<file path="src/rtl/coh_pkg.sv">
package coh_pkg;
  typedef enum logic [1:0] {OP_RD = 2'd0, OP_WR = 2'd1, OP_WB = 2'd2} op_e;
  typedef enum logic [1:0] {MSG_INV = 2'd0, MSG_RCL_SH = 2'd1, MSG_RCL_INV = 2'd2} msg_e;
  typedef enum logic [1:0] {ST_IDLE, ST_BUSY, ST_DONE} state_e;
endpackage

</file>
<file path="src/rtl/coh_first_set.sv">
module coh_first_set #(
  parameter int N     = 4,
  parameter int IDX_W = 2
) (
  input  logic [N-1:0]     vec_i,
  output logic             found_o,
  output logic [IDX_W-1:0] idx_o,
  output logic [N-1:0]     onehot_o
);
  always_comb begin
    found_o  = 1'b0;
    idx_o    = '0;
    onehot_o = '0;
    for (int i = N - 1; i >= 0; i--) begin
      if (vec_i[i]) begin
        found_o  = 1'b1;
        idx_o    = IDX_W'(i);
        onehot_o = N'(1) << i;
      end
    end
  end
endmodule

</file>
<file path="src/rtl/coh_dir_table.sv">
module coh_dir_table #(
  parameter int NUM_PROC = 4,
  parameter int NUM_BLK  = 16,
  parameter int BLK_W    = 4
) (
  input  logic                clk_i,
  input  logic                rst_ni,
  input  logic [BLK_W-1:0]    rd_blk_i,
  output logic [NUM_PROC-1:0] rd_pres_o,
  output logic                rd_dirty_o,
  input  logic                we_i,
  input  logic [BLK_W-1:0]    wr_blk_i,
  input  logic [NUM_PROC-1:0] wr_pres_i,
  input  logic                wr_dirty_i
);
  logic [NUM_PROC-1:0] pres_q  [NUM_BLK];
  logic                dirty_q [NUM_BLK];

  for (genvar b = 0; b < NUM_BLK; b++) begin : g_ent
    always_ff @(posedge clk_i or negedge rst_ni) begin
      if (!rst_ni) begin
        pres_q[b]  <= '0;
        dirty_q[b] <= 1'b0;
      end else if (we_i && wr_blk_i == BLK_W'(b)) begin
        pres_q[b]  <= wr_pres_i;
        dirty_q[b] <= wr_dirty_i;
      end
    end
  end

  assign rd_pres_o  = pres_q[rd_blk_i];
  assign rd_dirty_o = dirty_q[rd_blk_i];
endmodule

</file>
<file path="src/rtl/coh_line_mem.sv">
module coh_line_mem #(
  parameter int NUM_BLK = 16,
  parameter int BLK_W   = 4,
  parameter int DATA_W  = 32
) (
  input  logic              clk_i,
  input  logic              rst_ni,
  input  logic [BLK_W-1:0]  rd_blk_i,
  output logic [DATA_W-1:0] rd_data_o,
  input  logic              we_i,
  input  logic [BLK_W-1:0]  wr_blk_i,
  input  logic [DATA_W-1:0] wr_data_i
);
  logic [DATA_W-1:0] mem_q [NUM_BLK];

  for (genvar b = 0; b < NUM_BLK; b++) begin : g_word
    always_ff @(posedge clk_i or negedge rst_ni) begin
      if (!rst_ni) mem_q[b] <= '0;
      else if (we_i && wr_blk_i == BLK_W'(b)) mem_q[b] <= wr_data_i;
    end
  end

  assign rd_data_o = mem_q[rd_blk_i];
endmodule

</file>
<file path="src/rtl/coh_home_dir.sv">
module coh_home_dir #(
  parameter int NUM_PROC = 4,
  parameter int NUM_BLK  = 16,
  parameter int DATA_W   = 32,
  localparam int PID_W   = (NUM_PROC > 1) ? $clog2(NUM_PROC) : 1,
  localparam int BLK_W   = (NUM_BLK > 1) ? $clog2(NUM_BLK) : 1
) (
  input  logic              clk_i,
  input  logic              rst_ni,
  input  logic              req_valid_i,
  output logic              req_ready_o,
  input  logic [1:0]        req_op_i,
  input  logic [PID_W-1:0]  req_src_i,
  input  logic [BLK_W-1:0]  req_blk_i,
  input  logic [DATA_W-1:0] req_data_i,
  output logic              msg_valid_o,
  output logic [1:0]        msg_kind_o,
  output logic [PID_W-1:0]  msg_dst_o,
  input  logic              ack_valid_i,
  input  logic [DATA_W-1:0] ack_data_i,
  output logic              rsp_valid_o,
  output logic [PID_W-1:0]  rsp_dst_o,
  output logic [DATA_W-1:0] rsp_data_o
);
  import coh_pkg::*;
  localparam int CNT_W = $clog2(NUM_PROC + 1);

  state_e              state_q;
  op_e                 op_q;
  msg_e                kind_q;
  logic [PID_W-1:0]    src_q;
  logic [BLK_W-1:0]    blk_q;
  logic [DATA_W-1:0]   line_q;
  logic [NUM_PROC-1:0] pend_q;
  logic [CNT_W-1:0]    outst_q;
  logic                recall_q, hold_q, wb_ok_q;

  logic [BLK_W-1:0]    rd_blk;
  logic [NUM_PROC-1:0] pres_rd;
  logic                dirty_rd;
  logic [DATA_W-1:0]   mem_rd;
  logic                dir_we, mem_we;
  logic [NUM_PROC-1:0] dir_wpres;
  logic                dir_wdirty;

  logic                own_found, sel_found;
  logic [PID_W-1:0]    own_idx, sel_idx;
  logic [NUM_PROC-1:0] own_oh, sel_oh;

  assign rd_blk = (state_q == ST_IDLE) ? req_blk_i : blk_q;

  coh_dir_table #(.NUM_PROC(NUM_PROC), .NUM_BLK(NUM_BLK), .BLK_W(BLK_W)) u_dir (
    .clk_i, .rst_ni,
    .rd_blk_i(rd_blk), .rd_pres_o(pres_rd), .rd_dirty_o(dirty_rd),
    .we_i(dir_we), .wr_blk_i(blk_q), .wr_pres_i(dir_wpres), .wr_dirty_i(dir_wdirty)
  );

  coh_line_mem #(.NUM_BLK(NUM_BLK), .BLK_W(BLK_W), .DATA_W(DATA_W)) u_mem (
    .clk_i, .rst_ni,
    .rd_blk_i(rd_blk), .rd_data_o(mem_rd),
    .we_i(mem_we), .wr_blk_i(blk_q), .wr_data_i(line_q)
  );

  // owner of a dirty line is its single sharer
  coh_first_set #(.N(NUM_PROC), .IDX_W(PID_W)) u_owner (
    .vec_i(pres_rd), .found_o(own_found), .idx_o(own_idx), .onehot_o(own_oh)
  );
  coh_first_set #(.N(NUM_PROC), .IDX_W(PID_W)) u_next (
    .vec_i(pend_q), .found_o(sel_found), .idx_o(sel_idx), .onehot_o(sel_oh)
  );

  // request decode
  op_e                 req_op;
  logic [NUM_PROC-1:0] src_oh, tgt;
  msg_e                tgt_kind;
  logic                self_own;

  always_comb begin
    req_op   = op_e'(req_op_i);
    src_oh   = NUM_PROC'(1) << req_src_i;
    self_own = dirty_rd && own_found && (own_idx == req_src_i);
    tgt      = '0;
    tgt_kind = MSG_INV;
    unique case (req_op)
      OP_RD: if (dirty_rd && !self_own) begin
        tgt = own_oh; tgt_kind = MSG_RCL_SH;
      end
      OP_WR: if (dirty_rd && !self_own) begin
        tgt = own_oh; tgt_kind = MSG_RCL_INV;
      end else if (!dirty_rd) begin
        tgt = pres_rd & ~src_oh; tgt_kind = MSG_INV;
      end
      default: ;
    endcase
  end

  // message issue and reply accounting
  logic [NUM_PROC-1:0] pend_nxt;
  logic [CNT_W-1:0]    outst_nxt;

  always_comb begin
    pend_nxt  = sel_found ? (pend_q & ~sel_oh) : pend_q;
    outst_nxt = ack_valid_i ? outst_q - CNT_W'(1) : outst_q;
  end

  always_ff @(posedge clk_i or negedge rst_ni) begin
    if (!rst_ni) begin
      state_q  <= ST_IDLE;
      op_q     <= OP_RD;
      kind_q   <= MSG_INV;
      src_q    <= '0;
      blk_q    <= '0;
      line_q   <= '0;
      pend_q   <= '0;
      outst_q  <= '0;
      recall_q <= 1'b0;
      hold_q   <= 1'b0;
      wb_ok_q  <= 1'b0;
    end else begin
      unique case (state_q)
        ST_IDLE: if (req_valid_i) begin
          op_q     <= req_op;
          kind_q   <= tgt_kind;
          src_q    <= req_src_i;
          blk_q    <= req_blk_i;
          line_q   <= (req_op == OP_WB) ? req_data_i : mem_rd;
          pend_q   <= tgt;
          outst_q  <= CNT_W'($countones(tgt));
          recall_q <= (tgt != '0) && (tgt_kind != MSG_INV);
          hold_q   <= self_own;
          wb_ok_q  <= self_own && (pres_rd == src_oh);
          state_q  <= (tgt != '0) ? ST_BUSY : ST_DONE;
        end
        ST_BUSY: begin
          pend_q  <= pend_nxt;
          outst_q <= outst_nxt;
          if (ack_valid_i && recall_q) line_q <= ack_data_i;
          if (pend_nxt == '0 && outst_nxt == '0) state_q <= ST_DONE;
        end
        default: state_q <= ST_IDLE;
      endcase
    end
  end

  // directory and memory update on completion
  logic [NUM_PROC-1:0] src_q_oh;
  assign src_q_oh = NUM_PROC'(1) << src_q;

  always_comb begin
    dir_we     = 1'b0;
    mem_we     = 1'b0;
    dir_wpres  = pres_rd;
    dir_wdirty = dirty_rd;
    if (state_q == ST_DONE) begin
      unique case (op_q)
        OP_RD: if (!hold_q) begin
          dir_we = 1'b1; mem_we = recall_q;
          dir_wpres = pres_rd | src_q_oh; dir_wdirty = 1'b0;
        end
        OP_WR: begin
          dir_we = 1'b1; mem_we = recall_q;
          dir_wpres = src_q_oh; dir_wdirty = 1'b1;
        end
        default: if (wb_ok_q) begin
          dir_we = 1'b1; mem_we = 1'b1;
          dir_wpres = pres_rd & ~src_q_oh; dir_wdirty = 1'b0;
        end
      endcase
    end
  end

  assign req_ready_o = (state_q == ST_IDLE);
  assign msg_valid_o = (state_q == ST_BUSY) && sel_found;
  assign msg_kind_o  = kind_q;
  assign msg_dst_o   = sel_idx;
  assign rsp_valid_o = (state_q == ST_DONE);
  assign rsp_dst_o   = src_q;
  assign rsp_data_o  = line_q;
endmodule

</file>
<file path="config.mk">
export PLATFORM = sky130hd
export DESIGN_NAME = coh_home_dir
export DESIGN_NICKNAME = d
export VERILOG_FILES = /design/src/rtl/coh_pkg.sv /design/src/rtl/coh_first_set.sv /design/src/rtl/coh_dir_table.sv /design/src/rtl/coh_line_mem.sv /design/src/rtl/coh_home_dir.sv
export SDC_FILE = /design/constraint.sdc
export NUM_CORES = 1
export LEC_CHECK = 0
export BUFFER_PORTS_ARGS = -buffer_cell sky130_fd_sc_hd__buf_2
export CORE_UTILIZATION = 30
export CTS_CLUSTER_DIAMETER = 80
export DETAILED_ROUTE_END_ITERATION = 7
export GPL_TIMING_DRIVEN = 0
export PLACE_DENSITY = 0.46
export SLEW_MARGIN = 25
export SYNTH_ARGS = -nofsm -noshare
export SYNTH_HDL_FRONTEND = slang
export SYNTH_SLANG_ARGS = --single-unit
</file>
<file path="constraint.sdc">
create_clock -name clk_i -period 4.9 [get_ports clk_i]
set_input_delay 0.49 -clock clk_i [delete_from_list [all_inputs] [get_ports clk_i]]
set_output_delay 0.49 -clock clk_i [all_outputs]
set_load 0.005 [all_outputs]
</file>
==> run summary <==
final max-slew violation count - 0
Hold Vio Cnt, Final - 0
gr usage total - 0.217
die span in x - 323 um
VDD IR-drop max - 0.273 mV
main combinational cell family by area after synthesis - multiplexers
Initial DRC Count - 1859
DRC violations left - 0
FP Rows - 117
Finish-stage setup viols - 0
Async SR Flop Fraction - 1.00
routability-driven placement congestion ratio - 0.833
Setup WS pre-CTS - -0.0638 ns
die height - 323 um
Worst Path Required - 5.40 ns
mux cell area share after synthesis - 0.207
clock latency on the worst-skew pair - 0.65 ns
Tot Pwr - 23.7 mW
min Tclk post-route - 4.64 ns
Most common cell on crit path - ha_1
worst hold path depth - 3
Synth Area in XOR/XNOR - 0.000568
H-tree lvl count - 3
#FFs+latches synth - 646
global route overflow - 0
DP Area - 33500 um2
sw frac - 0.412
post-synthesis adder-cell area fraction - 0.00349
R2R Setup Slk - 0.26 ns
post-synthesis compound-gate area fraction - 0.113
Lkg Pwr - 16.6 nW
share of cells above drive strength 1 - 0.292
Antenna diodes - 0
core area - 102000 um2
final non-filler cell total - 4395
cells along the critical path - or3b_4, nand2_2, buf_2, mux2i_1, o22a_1, nand3_1, and4b_1, a31oi_1, or2_2, fa_1, inv_1, ha_1, ha_1, a221o_1
sequential share of the synthesized area - 0.524
slowest stage delay, CP - 0.52 ns
startpoint types - flip-flop
Slew HR - 0.242
# clock sinks - 646
Main synth FF type - dfrtp_1
vias in the first global route - 24700
synth warn - 0
P&R area growth vs syn - 16.7%
CP arrival - 5.15 ns
Worst Min Path Start - req_src_i[1]
TritonCTS clock tree - done
cts bufs inserted - 77
RSZ-0062 raised after global routing - false
PD cells - 658 nW/um2
WL per Instance - 25.6 um
status - finished, final reports clean
CTS clk-pin slew, worst paths - 0.05 ns
HPWL after DPL - 79600 um
fraction of power consumed by the clock network - 0.244
RR Startpoint - state_q[0]
initial antenna violation count - 1
PortBufs - 113
Cells after DPL - 4257
design area - 36000 um2
Cell variety after synth - 74
DRT Pass-1 Iters - 5
nets - 3052
NetSw - 9.77 mW
Crit Path Class - reg2reg
Post-Syn Nets - 2848
ANT nets after route - 0
Flop pwr share - 0.359
Routed WL - 113000 um
Top-Level Pins - 117
final period utilization - 0.947
first-pass GRT wire length - 167000 um
CP max stage cell - fa_1
measured slew at the worst slew-check pin - 1.14 ns
FF-to-FF End - outst_q[1]
Mapped Area - 30800 um2
post-synthesis simple-gate area fraction - 0.117
internal power - 13.9 mW
EDFF count, synth - 0
clk root buf - clkbuf_16
Final Skew - 0.0330 ns
nature of the critical path endpoint - flip-flop
Vias - 23700
vias per cell - 5.40
die area - 104000 um2
FMAX - 215 MHz
FF-to-FF path depth - 14
CP Max Fanout - 10
Worst Hold Class - in2reg
Synth Area per Inst - 11.2 um2
proportion of power drawn by combinational gates - 0.396
Initial Utilization - 0.303
Synth Instances - 2764
Longest Clk Path Bufs - 3
number of max-cap violations - 0
end of the worst hold path - rsp_dst_o[1]
largest net degree at the start of global routing - 95
Final WS setup - 0.259 ns
## flip-flops by register name (all words and copies together), names as in the netlist
name / count
u_mem.mem_q: 512
rsp_data_o: 32
blk_q: 4
outst_q: 3
u_dir.pres_q: 64
pend_q: 4
u_dir.dirty_q: 16
hold_q: 1
wb_ok_q: 1
recall_q: 1
msg_kind_o: 2
state_q: 2
rsp_dst_o: 2
op_q: 2
## power by group through the flow
stage                     Sequential, mW  Combinational (mW)  Clock (mW)
after floorplan                     8.08                5.77           0
after global placement              8.47                9.08           0
after detailed placement            8.56                9.35           0
after CTS                           8.48                9.38        5.93
after global routing                8.74                10.1        6.13
final                               8.52                9.39        5.79
## cells in the mapped netlist (4+ instances only)
| master | count | area (um2) |
|---|---|---|
| dfrtp_1 | 646 | 16200 |
| mux2_2 | 541 | 6090 |
| nand2_1 | 470 | 1760 |
| clkbuf_1 | 173 | 649 |
| a311oi_1 | 129 | 1130 |
| o21ai_0 | 110 | 551 |
| and3_1 | 109 | 682 |
| a211oi_1 | 102 | 766 |
| nand3_1 | 87 | 435 |
| buf_2 | 54 | 270 |
| nor2_1 | 41 | 154 |
| nor3_1 | 41 | 205 |
| o311ai_0 | 32 | 280 |
| buf_1 | 21 | 78.8 |
| a21oi_1 | 20 | 100 |
| inv_1 | 16 | 60.1 |
| o21ai_1 | 15 | 75.1 |
| mux2i_1 | 14 | 140 |
| a31oi_1 | 9 | 56.3 |
| and2_1 | 7 | 43.8 |
| ha_1 | 7 | 87.6 |
| nand2b_1 | 7 | 43.8 |
| nand4_1 | 6 | 37.5 |
| nor2b_1 | 6 | 37.5 |
| o22ai_1 | 6 | 37.5 |
| a32o_1 | 5 | 50.1 |
| o211ai_1 | 5 | 37.5 |
| a2111oi_0 | 4 | 35.0 |
| a32oi_1 | 4 | 35.0 |
| mux4_2 | 4 | 90.1 |
| o31ai_1 | 4 | 30.0 |
## area by class of cell
class | instances | area, um2
buffer | 251 | 1040
clock buffer | 115 | 2290
clock inverter | 23 | 248
fill | 10100 | 65900
inverter | 17 | 66.3
multi-input combinational | 1849 | 13600
sequential | 646 | 16200
tap | 1368 | 1710
timing repair buffer | 126 | 863
## worst max-delay path, delay by kind of cell (launching register included)
family                   cells  cell delay, ns
AND/OR/NAND/NOR              5            1.79
flip-flops                   1            0.41
adder cells (fa/ha/maj)      3            1.00
buffers and inverters        2            0.47
multiplexers                 1            0.25
AO/OA/AOI/OAI                3            0.58
## per-layer routing
metal / global-route usage / up-vias / share of wire
li1: - / 10500 / -
met1: 0.282 / 12400 / 0.43
met2: 0.363 / 697 / 0.48
met3: 0.0297 / 197 / 0.050
met4: 0.0892 / 0 / 0.037
met5: 0 / - / 0
## placed cells by master, fill, tap and decap left out, types with 12 or more instances in the layout
cell type,instances
nor2_1,41
a211oi_1,102
dfrtp_1,646
clkbuf_1,185
nor3_1,39
a21oi_1,20
o311ai_0,32
nand3_1,87
clkbuf_16,80
and3_1,109
mux2i_1,12
inv_1,16
buf_1,20
nand2_1,470
clkinv_2,12
mux2_2,541
clkbuf_8,16
o21ai_1,16
buf_2,166
a311oi_1,129
o21ai_0,109
## how the worst max path moves through the flow
stage	startpoint	end	slack (ns)	depth (start not counted)
final	state_q[0]	outst_q[1]	0.26	14
after global routing	state_q[1]	outst_q[1]	0.06	14
after CTS	state_q[1]	outst_q[1]	0.07	15
after detailed placement	req_blk_i[2]	outst_q[1]	-0.06	16
after global placement	rst_ni	u_mem.mem_q[462]	-10.21	1
after floorplan	state_q[0]	outst_q[1]	0.89	14
## metrics by stage
step	TNS, ns	util	hold WS, ns
floorplan	0	-	0.194
global placement	-6509.25	0.325	0.459
detailed placement	-0.0638	0.328	0.440
CTS	0	0.353	0.0928
global route	0	0.353	0.134
finish	0	0.353	0.134
## logic make-up after synthesis
logic type / Yosys count
simple gates: 800
flops: 646
mux: 563
compound gates: 476
buf+inv: 269
fa+ha+maj: 8
xor+xnor: 2
## what timing repair did
| item | 4_1_cts | 5_1_grt |
|---|---|---|
| buffers inserted | 0 | 0 |
| endpoints found under the setup margin | 0 | 1 |
| resized for setup | 0 | 5 |
| hold buffers | 1 | 0 |
| hold endpoints to repair | 46 | 0 |
No activity file was read; power rests on OpenSTA's default activity.
